**src/rtl/dma_regfile_pkg.sv**
```systemverilog
package dma_regfile_pkg;
  localparam int NUM_CH = 4;
  localparam int CH_W   = $clog2(NUM_CH);
  localparam int BYTE_W = 8;
  localparam int REG_W  = 2 * BYTE_W;
  localparam int MODE_W = BYTE_W - CH_W;
  localparam int OFS_W  = 5;

  // per-channel groups: base + channel
  localparam logic [OFS_W-1:0] OFS_ADDR    = 5'h00;
  localparam logic [OFS_W-1:0] OFS_CNT     = 5'h04;
  localparam logic [OFS_W-1:0] OFS_PAGE    = 5'h08;
  localparam logic [OFS_W-1:0] OFS_XPAGE   = 5'h0C;
  localparam logic [OFS_W-1:0] OFS_CMD     = 5'h10;
  localparam logic [OFS_W-1:0] OFS_REQ     = 5'h11;
  localparam logic [OFS_W-1:0] OFS_SMASK   = 5'h12;
  localparam logic [OFS_W-1:0] OFS_MODE    = 5'h13;
  localparam logic [OFS_W-1:0] OFS_CLRPTR  = 5'h14;
  localparam logic [OFS_W-1:0] OFS_MCLR    = 5'h15;
  localparam logic [OFS_W-1:0] OFS_CLRMASK = 5'h16;
  localparam logic [OFS_W-1:0] OFS_WRMASK  = 5'h17;

  typedef struct packed {
    logic [NUM_CH-1:0] addr;
    logic [NUM_CH-1:0] cnt;
    logic [NUM_CH-1:0] page;
    logic [NUM_CH-1:0] xpage;
    logic cmd;
    logic req;
    logic smask;
    logic mode;
    logic clrptr;
    logic mclr;
    logic clrmask;
    logic wrmask;
  } port_hit_t;

  function automatic logic [REG_W-1:0] put_byte(input logic [REG_W-1:0] cur,
                                                input logic hi,
                                                input logic [BYTE_W-1:0] b);
    return hi ? {b, cur[BYTE_W-1:0]} : {cur[REG_W-1:BYTE_W], b};
  endfunction

  function automatic logic [BYTE_W-1:0] get_byte(input logic [REG_W-1:0] cur,
                                                 input logic hi);
    return hi ? cur[REG_W-1:BYTE_W] : cur[BYTE_W-1:0];
  endfunction
endpackage

```
**src/rtl/dma_port_decode.sv**
```systemverilog
module dma_port_decode
  import dma_regfile_pkg::*;
(
  input  logic [OFS_W-1:0] addr_i,
  output port_hit_t        hit_o
);
  localparam int GRP_W = OFS_W - CH_W;

  logic [GRP_W-1:0] grp;
  logic [CH_W-1:0]  chn;
  assign grp = addr_i[OFS_W-1:CH_W];
  assign chn = addr_i[CH_W-1:0];

  always_comb begin
    hit_o = '0;
    if (grp == OFS_ADDR[OFS_W-1:CH_W])  hit_o.addr[chn]  = 1'b1;
    if (grp == OFS_CNT[OFS_W-1:CH_W])   hit_o.cnt[chn]   = 1'b1;
    if (grp == OFS_PAGE[OFS_W-1:CH_W])  hit_o.page[chn]  = 1'b1;
    if (grp == OFS_XPAGE[OFS_W-1:CH_W]) hit_o.xpage[chn] = 1'b1;
    hit_o.cmd     = (addr_i == OFS_CMD);
    hit_o.req     = (addr_i == OFS_REQ);
    hit_o.smask   = (addr_i == OFS_SMASK);
    hit_o.mode    = (addr_i == OFS_MODE);
    hit_o.clrptr  = (addr_i == OFS_CLRPTR);
    hit_o.mclr    = (addr_i == OFS_MCLR);
    hit_o.clrmask = (addr_i == OFS_CLRMASK);
    hit_o.wrmask  = (addr_i == OFS_WRMASK);
  end
endmodule

```
**src/rtl/dma_byte_ptr.sv**
```systemverilog
module dma_byte_ptr (
  input  logic clk_i,
  input  logic rst_ni,
  input  logic clr_i,
  input  logic step_i,
  output logic hi_o
);
  always_ff @(posedge clk_i or negedge rst_ni) begin
    if (!rst_ni)     hi_o <= 1'b0;
    else if (clr_i)  hi_o <= 1'b0;
    else if (step_i) hi_o <= ~hi_o;
  end
endmodule

```
**src/rtl/dma_chan_regs.sv**
```systemverilog
module dma_chan_regs
  import dma_regfile_pkg::*;
(
  input  logic              clk_i,
  input  logic              rst_ni,
  input  logic [BYTE_W-1:0] wdata_i,
  input  logic              hi_i,
  input  logic              addr_we_i,
  input  logic              cnt_we_i,
  input  logic              page_we_i,
  input  logic              xpage_we_i,
  input  logic              mode_we_i,
  input  logic              mask_we_i,
  input  logic              mask_val_i,
  input  logic              req_we_i,
  input  logic              req_val_i,
  input  logic              tc_i,
  input  logic              tc_clr_i,
  input  logic              mclr_i,
  output logic [REG_W-1:0]  addr_o,
  output logic [REG_W-1:0]  cnt_o,
  output logic [BYTE_W-1:0] page_o,
  output logic [BYTE_W-1:0] xpage_o,
  output logic [MODE_W-1:0] mode_o,
  output logic              mask_o,
  output logic              req_o,
  output logic              tc_o
);
  // address, count and pages survive master clear
  always_ff @(posedge clk_i or negedge rst_ni) begin
    if (!rst_ni) begin
      addr_o  <= '0;
      cnt_o   <= '0;
      page_o  <= '0;
      xpage_o <= '0;
    end else begin
      if (addr_we_i)  addr_o  <= put_byte(addr_o, hi_i, wdata_i);
      if (cnt_we_i)   cnt_o   <= put_byte(cnt_o, hi_i, wdata_i);
      if (page_we_i)  page_o  <= wdata_i;
      if (xpage_we_i) xpage_o <= wdata_i;
    end
  end

  always_ff @(posedge clk_i or negedge rst_ni) begin
    if (!rst_ni) begin
      mode_o <= '0;
      mask_o <= 1'b1;
      req_o  <= 1'b0;
      tc_o   <= 1'b0;
    end else if (mclr_i) begin
      mode_o <= '0;
      mask_o <= 1'b1;
      req_o  <= 1'b0;
      tc_o   <= 1'b0;
    end else begin
      if (mode_we_i) mode_o <= wdata_i[BYTE_W-1:CH_W];
      if (mask_we_i) mask_o <= mask_val_i;
      if (req_we_i)  req_o  <= req_val_i;
      // a pulse in the clearing cycle wins
      tc_o <= tc_i | (tc_o & ~tc_clr_i);
    end
  end
endmodule

```
**src/rtl/dma_regfile.sv**
```systemverilog
module dma_regfile
  import dma_regfile_pkg::*;
(
  input  logic                     clk_i,
  input  logic                     rst_ni,
  input  logic [OFS_W-1:0]         addr_i,
  input  logic                     wr_i,
  input  logic                     rd_i,
  input  logic [BYTE_W-1:0]        wdata_i,
  output logic [BYTE_W-1:0]        rdata_o,
  input  logic [NUM_CH-1:0]        tc_i,
  output logic [BYTE_W-1:0]        cmd_o,
  output logic [NUM_CH-1:0]        req_o,
  output logic [NUM_CH-1:0]        mask_o,
  output logic [NUM_CH-1:0]        tc_o,
  output logic [NUM_CH*REG_W-1:0]  ch_addr_o,
  output logic [NUM_CH*REG_W-1:0]  ch_count_o,
  output logic [NUM_CH*REG_W-1:0]  ch_page_o,
  output logic [NUM_CH*MODE_W-1:0] ch_mode_o
);
  localparam int HALF = BYTE_W / 2;

  port_hit_t       hit;
  logic [CH_W-1:0] sel;
  logic            ptr_hi, bp_step, bp_clr, mclr, tc_clr;

  logic [REG_W-1:0]  addr_q  [NUM_CH];
  logic [REG_W-1:0]  cnt_q   [NUM_CH];
  logic [BYTE_W-1:0] page_q  [NUM_CH];
  logic [BYTE_W-1:0] xpage_q [NUM_CH];

  dma_port_decode u_dec (
    .addr_i (addr_i),
    .hit_o  (hit)
  );

  assign sel     = wdata_i[CH_W-1:0];
  assign mclr    = wr_i & hit.mclr;
  assign bp_clr  = (wr_i & hit.clrptr) | mclr;
  assign bp_step = (wr_i | rd_i) & ((|hit.addr) | (|hit.cnt));
  assign tc_clr  = rd_i & hit.cmd;

  dma_byte_ptr u_ptr (
    .clk_i  (clk_i),
    .rst_ni (rst_ni),
    .clr_i  (bp_clr),
    .step_i (bp_step),
    .hi_o   (ptr_hi)
  );

  for (genvar k = 0; k < NUM_CH; k++) begin : g_ch
    localparam logic [CH_W-1:0] K = CH_W'(k);
    logic m_we, m_val, r_we;

    assign m_we  = wr_i & ((hit.smask & (sel == K)) | hit.clrmask | hit.wrmask);
    assign m_val = hit.smask ? wdata_i[2] : (hit.wrmask & wdata_i[k]);
    assign r_we  = wr_i & hit.req & (sel == K);

    dma_chan_regs u_chan (
      .clk_i      (clk_i),
      .rst_ni     (rst_ni),
      .wdata_i    (wdata_i),
      .hi_i       (ptr_hi),
      .addr_we_i  (wr_i & hit.addr[k]),
      .cnt_we_i   (wr_i & hit.cnt[k]),
      .page_we_i  (wr_i & hit.page[k]),
      .xpage_we_i (wr_i & hit.xpage[k]),
      .mode_we_i  (wr_i & hit.mode & (sel == K)),
      .mask_we_i  (m_we),
      .mask_val_i (m_val),
      .req_we_i   (r_we),
      .req_val_i  (wdata_i[2]),
      .tc_i       (tc_i[k]),
      .tc_clr_i   (tc_clr),
      .mclr_i     (mclr),
      .addr_o     (addr_q[k]),
      .cnt_o      (cnt_q[k]),
      .page_o     (page_q[k]),
      .xpage_o    (xpage_q[k]),
      .mode_o     (ch_mode_o[k*MODE_W +: MODE_W]),
      .mask_o     (mask_o[k]),
      .req_o      (req_o[k]),
      .tc_o       (tc_o[k])
    );

    assign ch_addr_o[k*REG_W +: REG_W]  = addr_q[k];
    assign ch_count_o[k*REG_W +: REG_W] = cnt_q[k];
    assign ch_page_o[k*REG_W +: REG_W]  = {xpage_q[k], page_q[k]};
  end

  always_ff @(posedge clk_i or negedge rst_ni) begin
    if (!rst_ni)                cmd_o <= '0;
    else if (mclr)              cmd_o <= '0;
    else if (wr_i && hit.cmd)   cmd_o <= wdata_i;
  end

  always_comb begin
    rdata_o = '0;
    if (rd_i) begin
      for (int k = 0; k < NUM_CH; k++) begin
        if (hit.addr[k])  rdata_o = get_byte(addr_q[k], ptr_hi);
        if (hit.cnt[k])   rdata_o = get_byte(cnt_q[k], ptr_hi);
        if (hit.page[k])  rdata_o = page_q[k];
        if (hit.xpage[k]) rdata_o = xpage_q[k];
      end
      if (hit.cmd)    rdata_o = {req_o, tc_o};
      if (hit.req)    rdata_o = {{HALF{1'b0}}, req_o};
      if (hit.wrmask) rdata_o = {{HALF{1'b0}}, mask_o};
    end
  end
endmodule

```
**config.mk**
```make
export PLATFORM = sky130hd
export DESIGN_NAME = dma_regfile
export DESIGN_NICKNAME = d
export VERILOG_FILES = /design/src/rtl/dma_regfile_pkg.sv /design/src/rtl/dma_port_decode.sv /design/src/rtl/dma_byte_ptr.sv /design/src/rtl/dma_chan_regs.sv /design/src/rtl/dma_regfile.sv
export SDC_FILE = /design/constraint.sdc
export NUM_CORES = 1
export LEC_CHECK = 0
export BUFFER_PORTS_ARGS = -buffer_cell sky130_fd_sc_hd__buf_2
export CAP_MARGIN = 20
export CORE_MARGIN = 5
export CORE_UTILIZATION = 60
export CTS_BUF_LIST = sky130_fd_sc_hd__clkbuf_2
export DETAILED_ROUTE_END_ITERATION = 12
export GPL_TIMING_DRIVEN = 0
export PLACE_DENSITY = 0.95
export SYNTH_ARGS = -nofsm -noshare
export SYNTH_HDL_FRONTEND = slang
export SYNTH_SLANG_ARGS = --single-unit
```
**constraint.sdc**
```tcl
create_clock -name clk_i -period 4.3 [get_ports clk_i]
set_input_delay 0.43 -clock clk_i [delete_from_list [all_inputs] [get_ports clk_i]]
set_output_delay 0.43 -clock clk_i [all_outputs]
set_load 0.02 [all_outputs]
```
==> flow_summary.json, run 1 <==
{
  "fin_worst_skew_ns": 0.0612,
  "cpMaxStageDelayCell": "a211oi_1",
  "critPathKind": "reg -> out",
  "via_per_inst": 6.54,
  "numPortBuffers": 257,
  "syn-cell-area_mm2": 0.0119,
  "reg2reg_slack_ns": 1.65,
  "synthTopCellsByArea": "dfrtp_1 (49%), mux2_2 (15%), mux2i_1 (6.3%)",
  "wl_per_cell_um": 28.4,
  "finalSetupViolations": 0,
  "power_density_mw_per_mm2": 458,
  "maxCapViolations": 0,
  "via_count": 10600,
  "core.rowCount": 51,
  "mostFrequentLayoutCells": "buf_2 (281), dfrtp_1 (233), mux2_2 (153), clkbuf_2 (84), mux2i_1 (75)",
  "p_leak_nw": 7.13,
  "hpwl_um": 33500,
  "peakVddDrop_mv": 0.337,
  "synth_edf_count": 0,
  "rsz0062_at_grt": "no",
  "fmax_mhz": 236,
  "cts_sinks": 237,
  "die_area_mm2": 0.0227,
  "slew_headroom_pct": 33.5,
  "critPathMaxStageDelay_ns": 0.64,
  "r2r-end": "g_ch[3].u_chan.addr_o[9]",
  "area_delta_synth_final_pct": 18.5,
  "drive_gt1_share_pct": 42.8,
  "async_reset_ff_share_pct": 100,
  "power.total_mw": 6.44,
  "drcViolationCount": 0,
  "start_util_pct": 60.9,
  "ys_seq_area_share_pct": 50.1,
  "layout_commonest_cell": "buf_2",
  "synth_nets": 1023,
  "critPathCapture": "rdata_o[6]",
  "tightest_slew_ns": 0.998,
  "grt_pass1_vias": 10700,
  "cp-start-kind": "flop",
  "firstDrtPassIters": 5,
  "dieWidth_um": 151,
  "yosysTopAreaCell": "dfrtp_1",
  "synth_cell_types": 70,
  "cts_inserted_buffers": 59,
  "antenna_found_initial": 3,
  "cp_cell_sequence": "buf_6, buf_2, mux2_2, a211oi_1, a31oi_1, o21ai_1, a21oi_1, buf_2",
  "synthCells": 1002,
  "grt_pass1_wl_um": 67800,
  "ys_warn_count": 0,
  "cp_max_fo": 10,
  "post-route-period-util_pct": 98.5,
  "ctsHtreeMaxLevel": 2,
  "grt_max_degree": 129,
  "worstRegToRegCells": 6,
  "routed_wl_um": 46200,
  "place_congestion": 1.04,
  "clk_path_buf_depth": 3,
  "overflow": 0,
  "status": "completed",
  "ant_nets": 0,
  "clk_pin_slew_ns": 0.10,
  "worstSetupEndpointType": "primary output",
  "worstPathRequired_ns": 3.87,
  "final_nets": 1348,
  "fin_ws_ns": 0.0646,
  "reg2reg_from": "u_ptr.hi_o",
  "min_period_ns": 4.24,
  "root_buffer": "clkbuf_2",
  "cts_tree": "yes",
  "die_y_um": 151,
  "clk-insertion-delay-late_ns": 0.87,
  "syn_area_per_cell_um2": 11.8,
  "grt_usage_pct": 40.7,
  "netlist.area_leader.share_pct": 49.2,
  "hold_viol_final": 0,
  "post-place-ws_ns": 1.12,
  "cpMostUsedCell": "buf_2",
  "hold_class": "in -> reg",
  "core_region_area_mm2": 0.0195,
  "ys_seq_elements": 237,
  "synth_ff_type": "dfrtp_1",
  "slew_viol_final": 0,
  "dr.first_iter.drc_count": 1247,
  "worstPathArrival_ns": 3.81,
  "io-pin-count": 265,
  "crit_start": "u_ptr.hi_o"
}
==> through the flow <==
step / std cells / cell area (µm²) / TNS [ns] / hold slack, ns / util [%]
after floorplan: 1002 / 11900 / 0 / 0.134 / -
after global placement: 1524 / 13500 / -261.11 / 0.485 / 69.2
after detailed placement: 1525 / 13500 / 0 / 0.497 / 69.4
after CTS: 1622 / 14100 / 0 / 0.00882 / 72.2
after global routing: 1623 / 14100 / 0 / 0.0864 / 72.2
final: 1624 / 14100 / 0 / 0.0382 / 72.2
==> state kept, by name, summed over array words and instances (netlist names) <==
signal / cells
g_ch.u_chan.page_o: 32
u_ptr.hi_o: 1
g_ch.u_chan.cnt_o: 64
g_ch.u_chan.tc_o: 4
g_ch.u_chan.req_o: 4
g_ch.u_chan.xpage_o: 32
g_ch.u_chan.addr_o: 64
cmd_o: 8
g_ch.u_chan.mode_o: 24
g_ch.u_chan.mask_o: 4
==> cell families (layout without fill, tap and decap cells) <==
logic type,Yosys count,after routing,share of synthesized area [%]
flip-flops,237,237,50.1
other,0,2,0
AO/OA/AOI/OAI,164,164,9.38
AND/OR/NAND/NOR,228,228,10.2
buffers and inverters,91,446,4.09
multiplexers,282,282,26.3
==> Yosys cell counts (all sizes together) (3+ instances only) <==
| cell | number |
|---|---|
| dfrtp | 233 |
| mux2 | 204 |
| mux2i | 75 |
| nor2 | 75 |
| nand2 | 52 |
| buf | 48 |
| o21ai | 34 |
| clkbuf | 33 |
| a21oi | 29 |
| nor3 | 25 |
| nand3 | 24 |
| nor2b | 13 |
| o22ai | 13 |
| nand2b | 11 |
| a22oi | 10 |
| o211ai | 10 |
| a211oi | 9 |
| inv | 9 |
| o221ai | 8 |
| a31oi | 7 |
| a221oi | 5 |
| a2111oi | 4 |
| a21o | 4 |
| dfstp | 4 |
| o22a | 4 |
| or3 | 4 |
| a22o | 3 |
| and2 | 3 |
| mux4 | 3 |
| nand3b | 3 |
| nand4 | 3 |
| nand4b | 3 |
| or2 | 3 |
==> cell type report <==
class,count,area (µm²)
antenna,2,5.00
multi-input combinational,674,5440
clock buffer,84,420
inverter,10,37.5
timing repair buffer,264,1380
tap,265,332
fill,1374,5410
sequential,237,5940
clock inverter,7,57.6
buffer,81,448
==> what timing repair did <==
| item | in CTS | in global routing |
|---|---|---|
| resized for setup | 0 | 0 |
| hold buffers | 6 | 0 |
| setup buffers | 0 | 0 |
| endpoints found under the hold margin | 111 | 0 |
==> how the worst min path moves through the flow <==
stage | from | to | cells after the start
after global placement | g_ch[1].u_chan.cnt_o[2] | g_ch[1].u_chan.cnt_o[2] | 1
final | wdata_i[0] | g_ch[0].u_chan.req_o | 5
after detailed placement | g_ch[1].u_chan.cnt_o[0] | g_ch[1].u_chan.cnt_o[0] | 1
after CTS | wdata_i[0] | g_ch[0].u_chan.req_o | 5
after floorplan | rst_ni | cmd_o[0] | 0
after global routing | wr_i | g_ch[1].u_chan.mask_o | 4
==> layer usage <==
layer,up-vias,routed length [µm],track usage (%)
li1,4335,-,-
met1,5285,17500,54.5
met2,835,20600,61.6
met3,163,5570,11.1
met4,4,2520,20.2
met5,-,26,0
==> power by group <==
group / switching, mW / internal [mW]
Clock: 0.896 / 0.571
Combinational: 1.27 / 0.730
Sequential: 0.361 / 2.61
==> critical path, delay by kind of cell (launching register included) <==
kind | cells | cell delay, ns
multiplexers | 1 | 0.45
buffers and inverters | 3 | 0.84
flip-flops | 1 | 0.35
AO/OA/AOI/OAI | 4 | 1.28
Note: power is estimated with default switching activity, not from simulation.
==> run 2, diff against run 1 <==
--- a/config.mk
+++ b/config.mk
@@ -8,11 +8,11 @@
 export BUFFER_PORTS_ARGS = -buffer_cell sky130_fd_sc_hd__buf_2
 export CAP_MARGIN = 20
 export CORE_MARGIN = 5
-export CORE_UTILIZATION = 60
+export CORE_UTILIZATION = 30
 export CTS_BUF_LIST = sky130_fd_sc_hd__clkbuf_2
 export DETAILED_ROUTE_END_ITERATION = 12
 export GPL_TIMING_DRIVEN = 0
-export PLACE_DENSITY = 0.95
+export PLACE_DENSITY = 0.58
 export SYNTH_ARGS = -nofsm -noshare
 export SYNTH_HDL_FRONTEND = slang
 export SYNTH_SLANG_ARGS = --single-unit
==> constraint.sdc (replaced) <==
create_clock -name clk_i -period 5.4 [get_ports clk_i]
set_input_delay 0.54 -clock clk_i [delete_from_list [all_inputs] [get_ports clk_i]]
set_output_delay 0.54 -clock clk_i [all_outputs]
set_load 0.02 [all_outputs]
==> run 2 against run 1 <==
Die area is 92% higher. Sequential power is 21% lower. Worst setup slack better by 0.74 ns. Critical path depth stayed put. Register-to-register slack better by 1.2 ns. Final area is 3.5% higher. Power is 16% lower. Clock power is 4% lower. Critical path type unchanged. Critical endpoint unchanged. Largest power group unchanged.
==> flow_summary.json, run 2 (same netlist as run 1, synthesis figures left out) <==
{
  "drcViolationCount": 0,
  "hold_ws_ns": 0.142,
  "io-pin-count": 265,
  "p_leak_nw": 7.26,
  "grt_pass1_vias": 10400,
  "hp-start": "rd_i",
  "fin_worst_skew_ns": 0.0529,
  "cp-start-kind": "flop",
  "peakVddDrop_mv": 0.171,
  "r2r-end": "g_ch[3].u_chan.addr_o[11]",
  "core_region_area_mm2": 0.0389,
  "wl_per_cell_um": 28.0,
  "via_count": 10100,
  "hpwl_um": 40400,
  "via_per_inst": 5.29,
  "critPathMaxStageDelay_ns": 0.64,
  "maxCapViolations": 0,
  "routed_wl_um": 53300,
  "clk_pin_slew_ns": 0.09,
  "worstRegToRegCells": 6,
  "cpMostUsedCell": "buf_2",
  "worstPathRequired_ns": 4.86,
  "reg2reg_from": "u_ptr.hi_o",
  "cp_cell_sequence": "buf_6, buf_2, mux2_2, a211oi_1, o211ai_1, o21ai_1, a21oi_1, buf_2",
  "cts_setup_buffers": 0,
  "start_util_pct": 30.5,
  "regArea_mm2": 0.00594,
  "antenna_found_initial": 2,
  "cpMaxStageDelayCell": "a211oi_1",
  "power_density_mw_per_mm2": 373,
  "critPathKind": "reg -> out",
  "clk-insertion-delay-late_ns": 0.88,
  "post-route-period-util_pct": 85.1,
  "top_regs": "g_ch.u_chan.addr_o (64), g_ch.u_chan.cnt_o (64)",
  "die_y_um": 209,
  "layout_commonest_cell": "buf_2",
  "die_area_mm2": 0.0436,
  "power.total_mw": 5.42,
  "overflow": 0,
  "grt_max_degree": 99,
  "drive_gt1_share_pct": 43.9,
  "dieWidth_um": 209,
  "cp_num_buf_inv": 3,
  "cts_sinks": 237,
  "slew_headroom_pct": 25.0,
  "hold_viol_final": 0,
  "place_congestion": 0.951,
  "fin_tns_setup_ns": 0,
  "grt_pass1_wl_um": 76200,
  "hold_class": "in -> reg",
  "core.rowCount": 72,
  "tightest_slew_ns": 1.13,
  "num-fill-cells": 4054,
  "cts_inserted_buffers": 69,
  "ctsResizeCount": 0,
  "ctsHtreeMaxLevel": 3,
  "hold_depth": 4,
  "mostFrequentLayoutCells": "buf_2 (281), dfrtp_1 (233), mux2_2 (153), clkbuf_2 (109), mux2i_1 (75)",
  "status": "completed",
  "worstPathArrival_ns": 4.06,
  "area_delta_synth_final_pct": 22.7,
  "min_period_ns": 4.60,
  "worstSetupEndpointType": "primary output",
  "rsz0062_at_grt": "no",
  "whs_endpoint": "g_ch[2].u_chan.tc_o",
  "ant_nets": 0,
  "cts_tree": "yes",
  "slew_viol_final": 0,
  "finalSetupViolations": 0,
  "grt_usage_pct": 23.9,
  "dr.first_iter.drc_count": 681,
  "reg2reg_slack_ns": 2.86,
  "fmax_mhz": 218,
  "firstDrtPassIters": 7,
  "crit_family": "compound AO/OA/AOI/OAI gates",
  "root_buffer": "clkbuf_2",
  "cp_max_fo": 10,
  "multi_input_comb_area_mm2": 0.00544,
  "numPortBuffers": 257,
  "final_nets": 1358,
  "clk_path_buf_depth": 3
}
==> run 2: cell count changes in the layout (fill, tap and decap cells not counted), sizes merged <==
cell         previous run  this run
buf                   306       307
bufinv                  1         2
inv                    10        11
dlygate4sd3             6         5
clkinv                  6         8
clkbuf                117       142
==> run 2: layout make-up <==
class                           count  area share (%)
Multi-Input combinational cell    674            37.4
Clock inverter                     11           0.653
Tap cell                          518            4.45
Buffer                             81            3.08
Sequential cell                   237            40.8
Antenna cell                        2          0.0344
Inverter                           10           0.258
Clock buffer                      109            3.75
Timing Repair Buffer              264            9.63
==> run 2: how the worst max path moves through the flow <==
stage,from,cells past startpoint,slack [ns],to
2_1_floorplan,addr_i[2],8,2.74,rdata_o[7]
3_3_place_gp,rst_ni,1,-0.51,g_ch[3].u_chan.page_o[5]
3_5_place_dp,addr_i[3],9,1.66,rdata_o[7]
4_1_cts,u_ptr.hi_o,9,0.76,rdata_o[5]
5_1_grt,u_ptr.hi_o,9,0.73,rdata_o[5]
6_report,u_ptr.hi_o,8,0.80,rdata_o[6]
==> run 2: where the power goes <==
group / internal (mW) / switching [mW]
combinational: 0.583 / 1.07
clock: 0.620 / 0.795
sequential: 2.08 / 0.281
==> run 2: tightest hold or removal path, cell delays in order <==
cell,delay (ns)
buf_2,0.15
nand2_1,0.14
a21oi_1,0.08
nor2_1,0.07
==> run 2: repair_timing <==
action / 4_1_cts / 5_1_grt
hold buffers: 5 / 0
endpoints found under the hold margin: 129 / 0
setup endpoints to repair: 0 / 0
==> run 2: metrics by stage <==
stage	utilization, %	cells	instance area, µm²	setup slack (ns)
final	37.4	1906	14600	0.804
after detailed placement	35.6	1779	13900	1.66
after global routing	37.4	1905	14600	0.726
after floorplan	-	1002	11900	2.74
after CTS	37.4	1904	14500	0.760
after global placement	35.4	1777	13800	-0.513
==> run 2: routing by layer <==
metal | track usage, % | wire length [µm]
met1 | 32.5 | 23500
met2 | 36.7 | 23900
met3 | 6.96 | 4450
met4 | 7.94 | 1560
met5 | 0 | 0
==> run 3, diff against run 2 <==
--- a/config.mk
+++ b/config.mk
@@ -7,6 +7,7 @@
 export LEC_CHECK = 0
 export BUFFER_PORTS_ARGS = -buffer_cell sky130_fd_sc_hd__buf_2
 export CAP_MARGIN = 20
+export CORE_ASPECT_RATIO = 2
 export CORE_MARGIN = 5
 export CORE_UTILIZATION = 30
 export CTS_BUF_LIST = sky130_fd_sc_hd__clkbuf_2
==> run 3 against run 2 <==
Clock skew shrank 0.0096 ns. Routed wire length up 3.0%. Power shrank 1.6%.
==> flow_summary.json, run 3 (same netlist as run 1, synthesis figures left out) <==
{
  "clk_path_buf_depth": 3,
  "drive_gt1_share_pct": 42.6,
  "grt_max_degree": 122,
  "hpwl_um": 42900,
  "critPathMaxStageDelay_ns": 0.73,
  "drcViolationCount": 0,
  "drt-met1-wl_um": 18300,
  "cts_setup_buffers": 0,
  "worstRegToRegCells": 6,
  "clk_pin_slew_ns": 0.11,
  "final_nets": 1342,
  "dr.first_iter.drc_count": 543,
  "status": "completed",
  "worstSetupEndpointType": "primary output",
  "slew_viol_final": 0,
  "overflow": 0,
  "top_layer": "met4",
  "firstDrtPassIters": 5,
  "cp-start-kind": "flop",
  "numPortBuffers": 257,
  "r2r-end": "g_ch[3].u_chan.addr_o[14]",
  "wl_per_cell_um": 29.0,
  "io-pin-count": 265,
  "root_buffer": "clkbuf_2",
  "hold_ws_ns": 0.108,
  "peakVddDrop_mv": 0.122,
  "via_count": 9992,
  "wl_met3_um": 2800,
  "antenna_found_initial": 4,
  "crit_family": "compound AO/OA/AOI/OAI gates",
  "cp_cell_sequence": "buf_6, buf_2, mux2i_1, nor3_1, a2111oi_0, o211ai_1, a211oi_1, nor2_1, buf_2",
  "routed_wl_um": 54900,
  "ctsResizeCount": 0,
  "dieWidth_um": 151,
  "hold_viol_final": 0,
  "rsz0062_at_grt": "no",
  "critPathKind": "reg -> out",
  "cpMaxStageDelayCell": "a211oi_1",
  "clk-insertion-delay-late_ns": 0.91,
  "grt_pass1_vias": 10600,
  "hp-start": "rd_i",
  "ctsHoldBuffers": 5,
  "finalSetupViolations": 0,
  "cts_inserted_buffers": 54,
  "post-route-period-util_pct": 86.7,
  "cts_tree": "yes",
  "power_density_mw_per_mm2": 369,
  "cp_max_fo": 10,
  "die_area_mm2": 0.0438,
  "worstPathRequired_ns": 4.86,
  "p_leak_nw": 7.17,
  "mostFrequentLayoutCells": "buf_2 (281), dfrtp_1 (233), mux2_2 (153), mux2i_1 (75), clkbuf_2 (73)",
  "worstPathArrival_ns": 4.14,
  "reg2reg_slack_ns": 2.71,
  "wl_met2_um": 30200,
  "via_per_inst": 5.28,
  "reg2reg_from": "u_ptr.hi_o",
  "slew_headroom_pct": 25.9,
  "hold_depth": 4,
  "core.rowCount": 103,
  "grt_pass1_wl_um": 77100,
  "hold_class": "in -> reg",
  "area_delta_synth_final_pct": 22.1,
  "grt_usage_pct": 24.6,
  "fmax_mhz": 214,
  "whs_endpoint": "g_ch[3].u_chan.tc_o",
  "fin_worst_skew_ns": 0.0433,
  "core_region_area_mm2": 0.0393,
  "ant_nets": 0,
  "tightest_slew_ns": 1.11,
  "start_util_pct": 30.2,
  "cp_num_buf_inv": 3,
  "maxCapViolations": 0,
  "final_cells": 1894,
  "dp.cells": 1785,
  "layout_commonest_cell": "buf_2",
  "min_period_ns": 4.68,
  "place_congestion": 1.01,
  "cpMostUsedCell": "buf_2",
  "power.total_mw": 5.34,
  "ctsHtreeMaxLevel": 2,
  "die_y_um": 291,
  "top_regs": "g_ch.u_chan.addr_o (64), g_ch.u_chan.cnt_o (64)",
  "cts_sinks": 237
}
## run 3: cell types whose count changed in the layout (fill, tap and decap cells not counted)
| cell | change |
|---|---|
| buf_16 | -1 |
| bufinv_16 | +2 |
| clkbuf_2 | -36 |
| clkinv_1 | +7 |
| clkinv_2 | +6 |
| clkinvlp_4 | +1 |
| diode_2 | +2 |
## run 3: tightest hold or removal path: cells and delay by family
kind            cells  cell delay (ns)
buf+inv             1             0.15
compound gates      1             0.08
simple gates        2             0.21
## run 3: power breakdown
group          internal (mW)  switching, mW  total, mW
combinational          0.580           1.04       1.62
sequential              2.08          0.303       2.38
clock                  0.570          0.770       1.34
## run 3: how the worst max path moves through the flow
stage                     startpoint                  end  slack [ns]  cells after the start
final                     u_ptr.hi_o           rdata_o[5]        0.72                      9
after global routing      u_ptr.hi_o           rdata_o[5]        0.74                      9
after CTS                 u_ptr.hi_o           rdata_o[5]        0.66                      9
after detailed placement   addr_i[3]           rdata_o[3]        1.48                      9
after global placement        rst_ni  g_ch[3].u_chan.tc_o       -0.36                      1
after floorplan            addr_i[2]           rdata_o[7]        2.74                      8
## run 3: through the flow
stage / setup TNS (ns) / instance area [µm²] / util (%) / setup slack, ns
3_5_place_dp: 0 / 13800 / 35.2 / 1.48
6_report: 0 / 14500 / 36.8 / 0.716
4_1_cts: 0 / 14500 / 36.8 / 0.657
3_3_place_gp: -72.96 / 13800 / 35.1 / -0.362
5_1_grt: 0 / 14500 / 36.8 / 0.738
2_1_floorplan: 0 / 11900 / - / 2.74
## run 3: area by class of cell
cell class	count	area, µm²
buffer	81	448
fill	4052	24800
clock buffer	73	365
clock inverter	27	219
tap	525	657
timing repair buffer	263	1370
antenna	4	10.0
inverter	10	37.5
multi-input combinational	674	5440
sequential	237	5940
## run 3: per-layer routing
metal | up-vias | track usage (%)
met5 | - | 0
met4 | 0 | 14.4
met3 | 137 | 4.13
met2 | 410 | 46.2
met1 | 5111 | 24.8
li1 | 4334 | -
